File: src/rtl/lce_pkg.sv
// Package: shared parameters and types for the line-cycle energy accumulator.
// Assumes all users compile it before any module of the block.
package lce_pkg;
    localparam int LCE_CNT_W = 16;   // half-cycle count width
    localparam int LCE_PWR_W = 24;   // power sample width
    localparam int LCE_ACC_W = 48;   // accumulator / line energy width

    // Window sequencing state: waiting for an opening crossing, or inside a window
    typedef enum logic [0:0] {
        WS_WAIT = 1'b0,
        WS_RUN  = 1'b1
    } win_state_t;
endpackage

File: src/rtl/lce_window_ctrl.sv
// Module: lce_window_ctrl
// Holds the programmed half-cycle count and tracks crossings to produce
// one-cycle window open and close strobes. A count write has priority over a
// crossing in the same cycle and re-arms the block to wait for the next crossing.
// Assumes zx_pulse is a single-cycle strobe per crossing.
module lce_window_ctrl
    import lce_pkg::*;
#(
    parameter int CNT_W = LCE_CNT_W
) (
    input  logic             clk,
    input  logic             rst_n,
    input  logic             zx_pulse,
    input  logic             ncyc_we,
    input  logic [CNT_W-1:0] ncyc_wdata,
    output logic             win_open,
    output logic             win_close,
    output logic             win_run,
    output logic [CNT_W-1:0] ncyc_q
);
    win_state_t       ws_q;
    logic [CNT_W-1:0] hc_cnt_q;
    logic             idle;
    logic             last_hc;

    // Decode idle count, last half cycle and the window strobes
    always_comb begin
        idle      = (ncyc_q == '0);
        last_hc   = (hc_cnt_q == ncyc_q - CNT_W'(1));
        win_open  = !ncyc_we && zx_pulse && (ws_q == WS_WAIT) && !idle;
        win_close = !ncyc_we && zx_pulse && (ws_q == WS_RUN) && last_hc;
        win_run   = (ws_q == WS_RUN);
    end

    // Count register, window state and half-cycle counter
    always_ff @(posedge clk) begin
        if (!rst_n) begin
            ncyc_q   <= '0;
            ws_q     <= WS_WAIT;
            hc_cnt_q <= '0;
        end else if (ncyc_we) begin
            ncyc_q   <= ncyc_wdata;
            ws_q     <= WS_WAIT;
            hc_cnt_q <= '0;
        end else if (zx_pulse && (ws_q == WS_RUN)) begin
            hc_cnt_q <= last_hc ? '0 : hc_cnt_q + CNT_W'(1);
        end else if (win_open) begin
            ws_q     <= WS_RUN;
            hc_cnt_q <= '0;
        end
    end
endmodule

File: src/rtl/lce_accum.sv
// Module: lce_accum
// Sums valid power samples during a window and copies the running sum into
// the readable line-energy register at each close. A sample in a crossing
// cycle seeds the window that crossing opens. Sums wrap modulo 2**ACC_W.
// Assumes ACC_W > PWR_W.
module lce_accum
    import lce_pkg::*;
#(
    parameter int PWR_W = LCE_PWR_W,
    parameter int ACC_W = LCE_ACC_W
) (
    input  logic             clk,
    input  logic             rst_n,
    input  logic             smp_vld,
    input  logic [PWR_W-1:0] smp_pwr,
    input  logic             clr_all,
    input  logic             win_open,
    input  logic             win_close,
    input  logic             win_run,
    output logic [ACC_W-1:0] line_energy
);
    localparam int PAD_W = ACC_W - PWR_W;

    logic [ACC_W-1:0] acc_q;
    logic [ACC_W-1:0] add_term;

    // Extend the sample to accumulator width, zero when not valid
    always_comb begin
        add_term = smp_vld ? {{PAD_W{1'b0}}, smp_pwr} : '0;
    end

    // Running sum and latched line energy
    always_ff @(posedge clk) begin
        if (!rst_n) begin
            acc_q       <= '0;
            line_energy <= '0;
        end else if (clr_all) begin
            acc_q       <= '0;
            line_energy <= '0;
        end else if (win_open || win_close) begin
            acc_q <= add_term;
            if (win_close) begin
                line_energy <= acc_q;
            end
        end else if (win_run) begin
            acc_q <= acc_q + add_term;
        end
    end
endmodule

File: src/rtl/lce_status.sv
// Module: lce_status
// Sticky end-of-cycle flag, set by a window close and cleared by a write of
// one; a close wins over a clear in the same cycle. Gates the flag with the
// interrupt enable to form the request.
module lce_status (
    input  logic clk,
    input  logic rst_n,
    input  logic win_close,
    input  logic eoc_w1c,
    input  logic irq_en,
    output logic eoc_flag,
    output logic irq
);
    // Flag set / clear with set priority
    always_ff @(posedge clk) begin
        if (!rst_n) begin
            eoc_flag <= 1'b0;
        end else if (win_close) begin
            eoc_flag <= 1'b1;
        end else if (eoc_w1c) begin
            eoc_flag <= 1'b0;
        end
    end

    // Interrupt request follows the enabled flag
    always_comb begin
        irq = eoc_flag && irq_en;
    end
endmodule

File: src/rtl/lcyc_energy_acc.sv
// Module: lcyc_energy_acc (top)
// Accumulates power samples over a programmed number of half line cycles,
// aligned to zero crossings, and reports each completed window through a
// latched energy register, a sticky flag and an interrupt request.
// Assumes inputs are synchronous to clk; always active, a count of 0 is idle.
module lcyc_energy_acc
    import lce_pkg::*;
#(
    parameter int CNT_W = LCE_CNT_W,
    parameter int PWR_W = LCE_PWR_W,
    parameter int ACC_W = LCE_ACC_W
) (
    input  logic             clk,
    input  logic             rst_n,
    input  logic             smp_vld,
    input  logic [PWR_W-1:0] smp_pwr,
    input  logic             zx_pulse,
    input  logic             ncyc_we,
    input  logic [CNT_W-1:0] ncyc_wdata,
    input  logic             eoc_w1c,
    input  logic             irq_en,
    output logic [ACC_W-1:0] line_energy,
    output logic             eoc_flag,
    output logic             irq
);
    logic             win_open;
    logic             win_close;
    logic             win_run;
    logic [CNT_W-1:0] ncyc_q;

    lce_window_ctrl #(.CNT_W(CNT_W)) u_win (
        .clk        (clk),
        .rst_n      (rst_n),
        .zx_pulse   (zx_pulse),
        .ncyc_we    (ncyc_we),
        .ncyc_wdata (ncyc_wdata),
        .win_open   (win_open),
        .win_close  (win_close),
        .win_run    (win_run),
        .ncyc_q     (ncyc_q)
    );

    lce_accum #(.PWR_W(PWR_W), .ACC_W(ACC_W)) u_acc (
        .clk         (clk),
        .rst_n       (rst_n),
        .smp_vld     (smp_vld),
        .smp_pwr     (smp_pwr),
        .clr_all     (ncyc_we),
        .win_open    (win_open),
        .win_close   (win_close),
        .win_run     (win_run),
        .line_energy (line_energy)
    );

    lce_status u_stat (
        .clk       (clk),
        .rst_n     (rst_n),
        .win_close (win_close),
        .eoc_w1c   (eoc_w1c),
        .irq_en    (irq_en),
        .eoc_flag  (eoc_flag),
        .irq       (irq)
    );
endmodule

File: config.mk
export PLATFORM = sky130hd
export DESIGN_NAME = lcyc_energy_acc
export DESIGN_NICKNAME = d
export VERILOG_FILES = /design/src/rtl/lce_pkg.sv /design/src/rtl/lce_window_ctrl.sv /design/src/rtl/lce_accum.sv /design/src/rtl/lce_status.sv /design/src/rtl/lcyc_energy_acc.sv
export SDC_FILE = /design/constraint.sdc
export NUM_CORES = 1
export LEC_CHECK = 0
export BUFFER_PORTS_ARGS = -buffer_cell sky130_fd_sc_hd__buf_2
export CORE_MARGIN = 5
export CORE_UTILIZATION = 45
export DETAILED_ROUTE_END_ITERATION = 10
export PLACE_DENSITY = 0.75
export SYNTH_ARGS = -nofsm -noshare
export SYNTH_HDL_FRONTEND = slang
export SYNTH_SLANG_ARGS = --single-unit
File: constraint.sdc
create_clock -name clk -period 2.8 [get_ports clk]
set_input_delay 0.42 -clock clk [delete_from_list [all_inputs] [get_ports clk]]
set_output_delay 0.42 -clock clk [all_outputs]
set_load 0.005 [all_outputs]
# Yosys cells after proc, flatten, opt, wreduce, memory -nomap -nowiden

Index checks and enable logic that the tools add are counted.

Register bits: 130
Input port bits: 47

Bitwise operators: 3
Equality and inequality tests: 1
Multiplexer cells: 8
Reduce and logical (&&, ||, !) cells: 17
$add $sub $neg: 3

Operator list:

| cell                  | number |
|---|---|
| $mux 48               | 2 |
| $add 48x48->48        | 1 |
| $mux 16               | 3 |
| $mux 24               | 1 |
| $add 16x1->16 const B | 1 |
| $eq 16x16->1          | 1 |
| $logic_not 16->1      | 1 |
| $sub 16x1->16 const B | 1 |
| $logic_and 1x1->1     | 7 |
| $reduce_bool 2->1     | 3 |
| $reduce_and 2->1      | 2 |
| $not 1->1             | 3 |
| $logic_not 1->1       | 2 |
| $mux 1                | 2 |
| $reduce_or 2->1       | 1 |
| $logic_or 1x1->1      | 1 |

# Depth between registers and ports, before layout

Gate-level depths: netlist of run 1.

Depth after elaboration: 6
Mapped depth: 14
Mapped depth without buffers: 12

# Modules after synthesis

A second synthesis of run 1 with hierarchy kept.

Cell total of the unflattened synthesis: 909
Area, all modules: 7657.3 um2

Modules (own cells, without submodules):

| module          | instances | cells each | area an instance (um2) |
|---|---|---|---|
| lce_accum       | 1         | 619        | 5252.5 |
| lce_window_ctrl | 1         | 286        | 2356.0 |
| lce_status      | 1         | 4          | 48.8 |

# Worst setup path after synthesis of run 1

No wires, ideal clock.

Path type: input to register
From: input port smp_vld
To: register u_acc.acc_q[34]
Data required time: 2.683 ns
Buffers on the path: 2
Stages: 14
Arrival: 2.930 ns
Setup time: 0.117 ns
Path slack: -0.247 ns
Cells stage by stage: clkbuf_1 -> and2_1 -> ha_1 -> inv_1 -> fa_1 -> nand2b_1 -> a211oi_1 -> o2111ai_1 -> a21boi_0 -> o21ai_1 -> clkbuf_1 -> nor3_1 -> xnor2_1 -> nor2_1

Longest elaborated chain between the ends: 4

Ends and longest elaborated chain:

| what                 | RTL line              | text |
|---|---|---|
| from (decl)          | lcyc_energy_acc.sv:15 | `input logic smp_vld,` |
| $mux 24              | lce_accum.sv:29       | `add_term = smp_vld ? {{PAD_W{1'b0}}, smp_pwr} : '0;` |
| $add 48x48->48       | lce_accum.sv:46       | `acc_q <= acc_q + add_term;` |
| $mux 48              | lce_accum.sv:45       | `end else if (win_run) begin` |
| $mux 48              | lce_accum.sv:40       | `end else if (win_open \|\| win_close) begin` |
| to (signal assigned) | lce_accum.sv:41       | `acc_q <= add_term;` |
| to (signal assigned) | lce_accum.sv:46       |  |
| to (decl)            | lce_accum.sv:24       | `logic [ACC_W-1:0] acc_q;` |

No other way between the ends. The select of a mux whose other input is x is not followed.
A chain may end at the register's enable or synchronous reset.

# Worst setup path after layout of run 1

From: register u_win.ncyc_q[1]
To: register u_win.hc_cnt_q[12]

Longest elaborated chain between the ends: 4
Elaborated cells between the ends (all ways): 8

Ends and longest elaborated chain:

| what                                                     | RTL line                                     | text |
|---|---|---|
| from (decl)                                              | lce_window_ctrl.sv:19                        | `output logic [CNT_W-1:0] ncyc_q` |
| from (signal assigned)                                   | lce_window_ctrl.sv:42                        | `ncyc_q <= ncyc_wdata;` |
| $sub 16x1->16 / $logic_not 16->1 (equally long branches) | lce_window_ctrl.sv:29, lce_window_ctrl.sv:28 |  |
| $eq 16x16->1 / $logic_not 1->1 (equally long branches)   | lce_window_ctrl.sv:29, lce_window_ctrl.sv:30 |  |
| $mux 16 / $logic_and 1x1->1 (equally long branches)      | lce_window_ctrl.sv:46, lce_window_ctrl.sv:30 |  |
| $mux 16 / $reduce_bool 2->1 (equally long branches)      | n/a                                          |  |
| to (signal assigned)                                     | lce_window_ctrl.sv:46                        | `hc_cnt_q <= last_hc ? '0 : hc_cnt_q + CNT_W'(1);` |
| to (decl)                                                | lce_window_ctrl.sv:22                        | `logic [CNT_W-1:0] hc_cnt_q;` |

Parallel ways exist; a longest one is shown, timed or not.

==> summary.md, run 1 <==
| Metric | Value |
|---|---|
| Ys flop type | `dfxtp_1` |
| Area growth, synth to finish | `41.48%` |
| Register area share after synthesis | `a little over a third` |
| Final setup viols | `81` |
| Worst-path clk slew | `about 60 ps` |
| Status | `finished with violations` |
| Die Wd | `between 100 and 150 um` |
| Fraction of registers with async set/reset | `0%` |
| Routed Antenna Nets | `0` |
| Final hold violation count | `0` |
| Power after layout | `4952 uW` |
| Hold Path Stages | `3` |
| Crit path cell chain | `or4_4 -> buf_6 -> nor3_4 -> a2bb2oi_2 -> nand4_1 -> or4_4 -> buf_6 -> nand2_8 -> buf_12 -> o21ai_1 -> mux2_4` |
| CP max-delay cell | `or4_4` |
| Synth Cell Area | `7197 um2` |
| Nets | `about 1200` |
| Period utilization | `102.7%` |
| Post-layout min period | `~2900 ps` |
| Die area | `18620 um2` |
| Critical path's largest stage delay | `590 ps` |
| IO Count | `97` |
| CTS Buf Count | `17` |
| Buffers on Ports | `96` |
| Worst-path maximum fanout | `8` |
| Mean routed wirelength per cell | `around 16 um` |
| Filler instances | `between 1000 and 1500` |
| Worst flop-to-flop path endpoint | `u_win.hc_cnt_q[12]$_SDFFE_PP0P_` |
| # rows | `46` |
| First-pass GRT wire length | `~33 mm` |
| Die outline height | `approximately 140 um` |
| Worst-margin pin slew | `about 900 ps` |
| Drt first pass iters | `5` |
| Slew headroom | `40.17%` |
| Hold Path Class | `input port to flop` |
| CTS Sinks | `130` |
| Post-Route Setup TNS | `-3142 ps` |
| Mapped Avg Cell Area | `between 8 and 9 um2` |
| CP top delay family | `simple AND/OR/NAND/NOR gates` |
| H-tree Lvls | `4` |
| Pins Over Slew Limit | `0` |
| Hold EP | `u_win.ncyc_q[6]$_SDFFE_PN0P_` |
| R2R cell count | `11` |
| CTS tree | `yes` |
| Fin area | `around 10000 um2` |
| Largest net degree at the start of global routing | `slightly above 60` |
| WP data arrival | `roughly 3200 ps` |
| Area of placed instances | `just under 9000 um2` |
| R2r startpoint | `u_win.ncyc_q[1]$_SDFFE_PN0P_` |
| Initial antenna violation count | `0` |
| Fraction of layout cells with a size suffix above 1 | `35.61%` |
| RSZ-0062 raised after global routing | `true` |
| Detailed Route WL | `around 21 mm` |
| Final setup skew | `between 10 and 15 ps` |
| Violated checks | `setup timing` |
| CP Launch Type | `flop` |
| Worst-Skew Late Latency | `420 ps` |
| Starting density of the core | `between 40 and 50%` |
| Worst Setup Slack, final | `-76.19 ps` |
| PwrDens | `slightly below 500 nW/um2` |
| Synth unique cells | `64` |
| Worst vdd rail ir drop | `between 400 and 500 uV` |
| GP Congestion | `about 0.9` |
| DRT iter0 DRCs | `342` |
| YS warnings | `0` |
| DR vias | `approximately 7100` |
| Dpl hpwl | `around 14 mm` |
| Gr ovfl total | `0` |
| Clock root buffer | `clkbuf_16` |
| Vias/cell | `5.421` |
| Required @ worst endpoint | `~3100 ps` |
| Vias in the first global route | `just over 7000` |
| Mapped Cells | `just under 900` |
| Crit path buf inv count | `3` |
| FF+latch count, synth | `between 100 and 150` |
| Post-synth EDFFs | `0` |
| Element type at the critical path end | `flop` |
| Fmax | `roughly 350 MHz` |
| Core Util, Final | `between 60% and 70%` |
| Syn nets | `between 900 and 1000` |
| Worst Hold Launch | `ncyc_wdata[6]` |
| Total core area | `around 16000 um2` |
| Static leakage | `0.004546 uW` |
| MaxCap Viol Count | `0` |
| GRT Overall Usage | `22.17%` |
| Critical path type | `flop to flop` |
| CTS max path bufs | `2` |
| Inserted Diodes | `0` |
| Post-route DRC | `0` |
| FF-to-FF setup slack | `-80 ps` |
## layout make-up
cell class	instances	area (um2)	area share, %
multi-input combinational	703	5005	49.15
timing repair buffer	221	1619	15.90
clock inverter	15	206.4	2.028
inverter	12	47.55	0.4669
clock buffer	17	425.4	4.178
sequential	130	2609	25.62
tap	216	270.3	2.654
## cell usage after synthesis, types with 3 or more instances
library cell	n	area, um2
nand2_1	137	514.2
dfxtp_1	130	2603
a21oi_1	102	510.5
nor2_1	50	187.7
o21ai_0	46	230.2
xnor2_1	42	367.9
mux2i_1	32	320.3
clkbuf_1	29	108.9
and2_1	28	175.2
ha_1	27	337.8
and3_1	24	150.1
nor2b_1	23	143.9
nand3_1	21	105.1
nor3_1	20	100.1
xor2_1	17	148.9
a21o_1	13	97.59
buf_2	12	60.06
inv_1	12	45.04
nor3b_1	9	67.56
a211oi_1	8	60.06
or3_1	8	50.05
a31oi_1	7	43.79
nand2b_1	7	43.79
mux2_2	6	67.56
nor4_1	6	37.54
o21a_1	5	37.54
o21bai_1	5	37.54
a21boi_0	4	30.03
nand4_1	4	25.02
nor4b_1	4	35.03
o211ai_1	4	30.03
o22ai_1	4	25.02
or2_2	4	25.02
a22oi_1	3	22.52
## metrics by stage
stage	setup WS, ps	hold slack [ps]	instances
2_1_floorplan	-9.609	444.3	891
3_3_place_gp	-308.2	435.7	1260
3_5_place_dp	-458.9	440.9	1260
4_1_cts	-31.03	245.9	1307
5_1_grt	-182.5	253.1	1314
6_report	-76.19	256.4	1314
## worst max path at each step
stage                                       startpoint                                  to  slack (ps)  depth (start not counted)
after floorplan                                smp_vld        u_acc.acc_q[30]$_SDFFE_PP0P_         -10                         14
after global placement                         smp_vld        u_acc.acc_q[39]$_SDFFE_PP0P_        -310                         13
after detailed placement                       smp_vld        u_acc.acc_q[45]$_SDFFE_PP0P_        -460                         12
after CTS                 u_win.ncyc_q[0]$_SDFFE_PN0P_  u_acc.line_energy[45]$_SDFFE_PP0P_         -30                         10
after global routing      u_win.ncyc_q[1]$_SDFFE_PN0P_     u_win.hc_cnt_q[12]$_SDFFE_PP0P_        -180                         13
final                     u_win.ncyc_q[1]$_SDFFE_PN0P_     u_win.hc_cnt_q[12]$_SDFFE_PP0P_         -80                         11
## worst register-to-register path: cells and delay by family (launching register included)
kind	cells	cell delay, ps
simple gates	5	1460
buf+inv	3	440
flops	1	360
mux	1	270
compound gates	2	220
## cell usage in the layout (no fill, tap or decap), drive strengths merged, types with 5 or more instances in the layout
cell type    n
a211oi       8
a21o        13
a21oi      103
a31oi        7
and2        28
and3        24
buf        219
clkbuf      19
clkinv       6
dfxtp      130
ha          27
inv         15
mux2         6
mux2i       32
nand2      137
nand2b       7
nand3       21
nor2        51
nor2b       23
nor3        21
nor3b        9
nor4         8
o21a         5
o21ai       47
o21bai       5
or3          8
xnor2       42
xor2        17
## where the power goes
| group | switching (uW) | total (uW) | internal, uW | leakage (uW) |
|---|---|---|---|---|
| sequential | 32.3 | 1910 | 1880 | 0.00105 |
| combinational | 343 | 666 | 322 | 0.00319 |
| clock | 877 | 2380 | 1500 | 0.000304 |
| total | 1250 | 4950 | 3700 | 0.00455 |
## cells by family after synthesis
logic type | after synthesis | share of synthesized area, %
multiplexers | 38 | 5.389
adder cells (fa/ha/maj) | 28 | 4.972
buffers and inverters | 58 | 3.442
XOR/XNOR | 59 | 7.180
AO/OA/AOI/OAI | 221 | 18.08
flip-flops | 130 | 36.16
AND/OR/NAND/NOR | 357 | 24.77
## flip-flops by register name, summed over array words and instances (netlist names)
register	cells
u_acc.line_energy	48
u_win.win_run	1
u_win.ncyc_q	16
u_acc.acc_q	48
u_stat.eoc_flag	1
u_win.hc_cnt_q	16
## layer usage
metal | part of all wire [%] | global-route usage, % | up-vias | wire [um]
li1 | - | - | 3524 | -
met1 | 43 | 26.94 | 3376 | 8939
met2 | 51 | 38.03 | 181 | 10600
met3 | 4.3 | 4.663 | 42 | 903
met4 | 2.5 | 9.015 | 0 | 528
met5 | 0 | 0 | - | 0
## what timing repair did
item / 4_1_cts / 5_1_grt
pin swaps: 34 / 69
resized for setup: 47 / 127
hold buffers: 0 / 0
cloned: 4 / 1
endpoints found under the setup margin: 100 / 108
buffers inserted: 11 / 9
Note: power is estimated with default switching activity, not from simulation.
==> inputs of run 2 (changes only) <==
Settings changed: ABC_AREA set to 1, SLEW_MARGIN set to 0.
==> run 2 against run 1 <==
Compared with the run above: the run now ends clean; clock power grew 2%; via count grew 21%; total power shrank 1.8%; worst hold slack lost 30 ps; highest routed layer unchanged.
==> summary.md, run 2 <==
| Metric | Value |
|---|---|
| Mapped Avg Cell Area | `6.333 um2 (was 8.077 um2)` |
| Final setup skew | `11.19 ps (was 11.93 ps)` |
| Element type at the critical path end | `flop (unchanged)` |
| First-pass GRT wire length | `38.40 mm (was 33.28 mm)` |
| CTS max path bufs | `2 (unchanged)` |
| Core Util, Final | `53.60% (was 64.57%)` |
| Mapped Cells | `1281 (was 891)` |
| Synth unique cells | `45 (was 64)` |
| Static leakage | `0.004372 uW (was 0.004546 uW)` |
| Dpl hpwl | `17.55 mm (was 13.80 mm)` |
| Fmax | `391.9 MHz (was 347.7 MHz)` |
| Fraction of registers with async set/reset | `0% (unchanged)` |
| Worst-path clk slew | `60 ps (about the same)` |
| CTS Hold Buffers Added | `0 (unchanged)` |
| Critical path type | `flop to flop (unchanged)` |
| CP Launch Type | `flop (unchanged)` |
| Synth cell count leaders | `313 x nand2_1, 226 x nor2_1, 130 x dfxtp_1 (was 137 x nand2_1, 130 x dfxtp_1, 102 x a21oi_1)` |
| YS warnings | `0 (unchanged)` |
| Worst vdd rail ir drop | `390.2 uV (was 451.9 uV)` |
| Count leader, synth | `nand2_1 (unchanged)` |
| Vias in the first global route | `8088 (was 7060)` |
| Fraction of layout cells with a size suffix above 1 | `13.55% (was 35.61%)` |
| Post-route DRC | `0 (unchanged)` |
| Synth Cell Area | `8113 um2 (was 7197 um2)` |
| Required @ worst endpoint | `3120 ps (was 3100 ps)` |
| WP data arrival | `2870 ps (was 3180 ps)` |
| Gr ovfl total | `0 (unchanged)` |
| Post-CTS sizing | `0 (was 47)` |
| Initial antenna violation count | `0 (unchanged)` |
| Final setup viols | `0 (was 81)` |
| Detailed Route WL | `23.24 mm (was 20.97 mm)` |
| Post-synth EDFFs | `0 (unchanged)` |
| Fin Hold WS | `226.2 ps (was 256.4 ps)` |
| Period utilization | `91.14% (was 102.7%)` |
| Hold Path Class | `input port to flop (unchanged)` |
| DR vias | `8633 (was 7123)` |
| PwrDens | `508.6 nW/um2 (was 486.3 nW/um2)` |
| Status | `completed (was finished with violations)` |
| Nets | `1457 (was 1160)` |
| GP Congestion | `0.9764 (was 0.9278)` |
| Regs by FF count | `u_acc.acc_q: 48 flops, u_acc.line_energy: 48 flops (unchanged)` |
| Worst-Skew Late Latency | `420 ps (about the same)` |
| Pins Over Slew Limit | `0 (unchanged)` |
| Routed Antenna Nets | `0 (unchanged)` |
| Buffers on Ports | `96 (unchanged)` |
| Drt first pass iters | `5 (unchanged)` |
| Setup Fix Bufs, Post-CTS | `0 (was 11)` |
| Die Wd | `144.3 um (was 136.5 um)` |
| H-tree Lvls | `4 (unchanged)` |
| DRT iter0 DRCs | `694 (was 342)` |
| Area growth, synth to finish | `17.87% (was 41.48%)` |
| Final hold violation count | `0 (unchanged)` |
| Register area share after synthesis | `32.08% (was 36.16%)` |
| CTS tree | `yes (unchanged)` |
| Post-Route Setup TNS | `0 ps (was -3142 ps)` |
| Clock root buffer | `clkbuf_16 (unchanged)` |
| Total core area | `17840 um2 (was 15770 um2)` |
| Post-layout min period | `2552 ps (was 2876 ps)` |
| Area contributors post-synth | `dfxtp_1 32%, nand2_1 14%, nor2_1 10% (was dfxtp_1 36%, nand2_1 7.1%, a21oi_1 7.1%)` |
| Commonest non-fill, non-tap cell in the layout | `nand2_1 (was dfxtp_1)` |
| Largest net degree at the start of global routing | `49 (was 62)` |
| FF+latch count, synth | `130 (unchanged)` |
| CTS Buf Count | `17 (unchanged)` |
| Slew headroom | `54.11% (was 40.17%)` |
| IO Count | `97 (unchanged)` |
| Worst-path maximum fanout | `24 (was 8)` |
| CTS Sinks | `130 (unchanged)` |
| Post-synth top area cell | `dfxtp_1 (unchanged)` |
| Synth top area share | `32.08% (was 36.16%)` |
| GRT Overall Usage | `22.73% (was 22.17%)` |
| Die outline height | `144.3 um (was 136.5 um)` |
| Mean routed wirelength per cell | `14.31 um (was 15.96 um)` |
| Inserted Diodes | `0 (unchanged)` |
| Filler instances | `1776 (was 1276)` |
| Worst-margin pin slew | `686.6 ps (was 897.5 ps)` |
| Most frequent cells in the layout | `313 x nand2_1, 226 x nor2_1, 130 x dfxtp_1 (was 127 x dfxtp_1, 102 x buf_4, 100 x nand2_1)` |
| Vias/cell | `5.316 (was 5.421)` |
| Power after layout | `4864 uW (was 4952 uW)` |
| Die area | `20810 um2 (was 18620 um2)` |
| Starting density of the core | `45.47% (was 45.64%)` |
| MaxCap Viol Count | `0 (unchanged)` |
| Syn nets | `1356 (was 966)` |
| Ys flop type | `dfxtp_1 (unchanged)` |
| RSZ-0062 raised after global routing | `false (was true)` |
| # rows | `49 (was 46)` |
-- run 2: changes by cell type in the layout (fill, tap and decap cells not counted), moves of 21 or more --
cell     delta
nor2b_1    -23
nand2_1   +213
xnor2_1    -25
nand4_1    +21
o21ai_0    +39
buf_4      -72
inv_1     +111
nand3_1    +95
a21oi_2    -37
nor2_1    +178
and2_1     -27
and3_1     -24
mux2i_1    -32
-- run 2: cell type report --
class | instances | area, um2 | area share [%]
Clock buffer | 18 | 439.2 | 4.592
Clock inverter | 14 | 201.4 | 2.107
Inverter | 124 | 466.7 | 4.880
Multi-Input combinational cell | 981 | 4821 | 50.41
Sequential cell | 130 | 2603 | 27.21
Tap cell | 229 | 286.5 | 2.996
Timing Repair Buffer | 128 | 745.7 | 7.798
-- run 2: path summary, 6_finish.rpt --
check	startpoint	slack, ps	end	depth (start not counted)
max	u_win.ncyc_q[0]$_SDFFE_PN0P_	250	u_acc.acc_q[14]$_SDFFE_PP0P_	12
min	ncyc_wdata[8]	230	u_win.ncyc_q[8]$_SDFFE_PN0P_	3
max reg2reg	u_win.ncyc_q[0]$_SDFFE_PN0P_	250	u_acc.acc_q[14]$_SDFFE_PP0P_	12
min reg2reg	u_acc.acc_q[20]$_SDFFE_PP0P_	470	u_acc.acc_q[20]$_SDFFE_PP0P_	2
-- run 2: cells by family after synthesis --
logic type	count (synthesis)	synth area share, %
buffers and inverters	170	8.544
AND/OR/NAND/NOR	753	40.35
adder cells (fa/ha/maj)	28	4.411
XOR/XNOR	39	4.210
flip-flops	130	32.08
AO/OA/AOI/OAI	161	10.41
-- run 2: metal layers --
metal	global-route usage (%)	up-vias	wire [um]	part of all wire [%]
met5	0	-	0	0
met4	7.167	0	580	2.5
met3	4.530	51	1454	6.3
met2	39.05	289	11070	48
met1	28.74	3938	10140	44
li1	-	4355	-	-
-- run 2: power by group --
group | internal, uW | switching, uW | total [uW]
Clock | 1530 | 888 | 2420
Sequential | 1880 | 32.1 | 1910
Combinational | 193 | 345 | 539
-- run 2: critical path: stages, from the launching register on --
cell and delay, ps:
dfxtp_1 410, inv_2 90, ha_1 270, xnor2_1 230
xor2_1 220, nand3_1 120, nor3_2 300, nand3_4 260
nand2_2 160, buf_12 180, nand2_1 80, nand3_1 70
nand2_1 60
-- run 2: metrics by stage --
stage | setup slack (ps) | std cells | instance area, um2
after floorplan | 167.1 | 1281 | 8113
after detailed placement | -86.64 | 1592 | 8922
final | 248.2 | 1624 | 9563
after global placement | -32.24 | 1592 | 8922
after CTS | 244.4 | 1624 | 9563
after global routing | 16.03 | 1624 | 9563
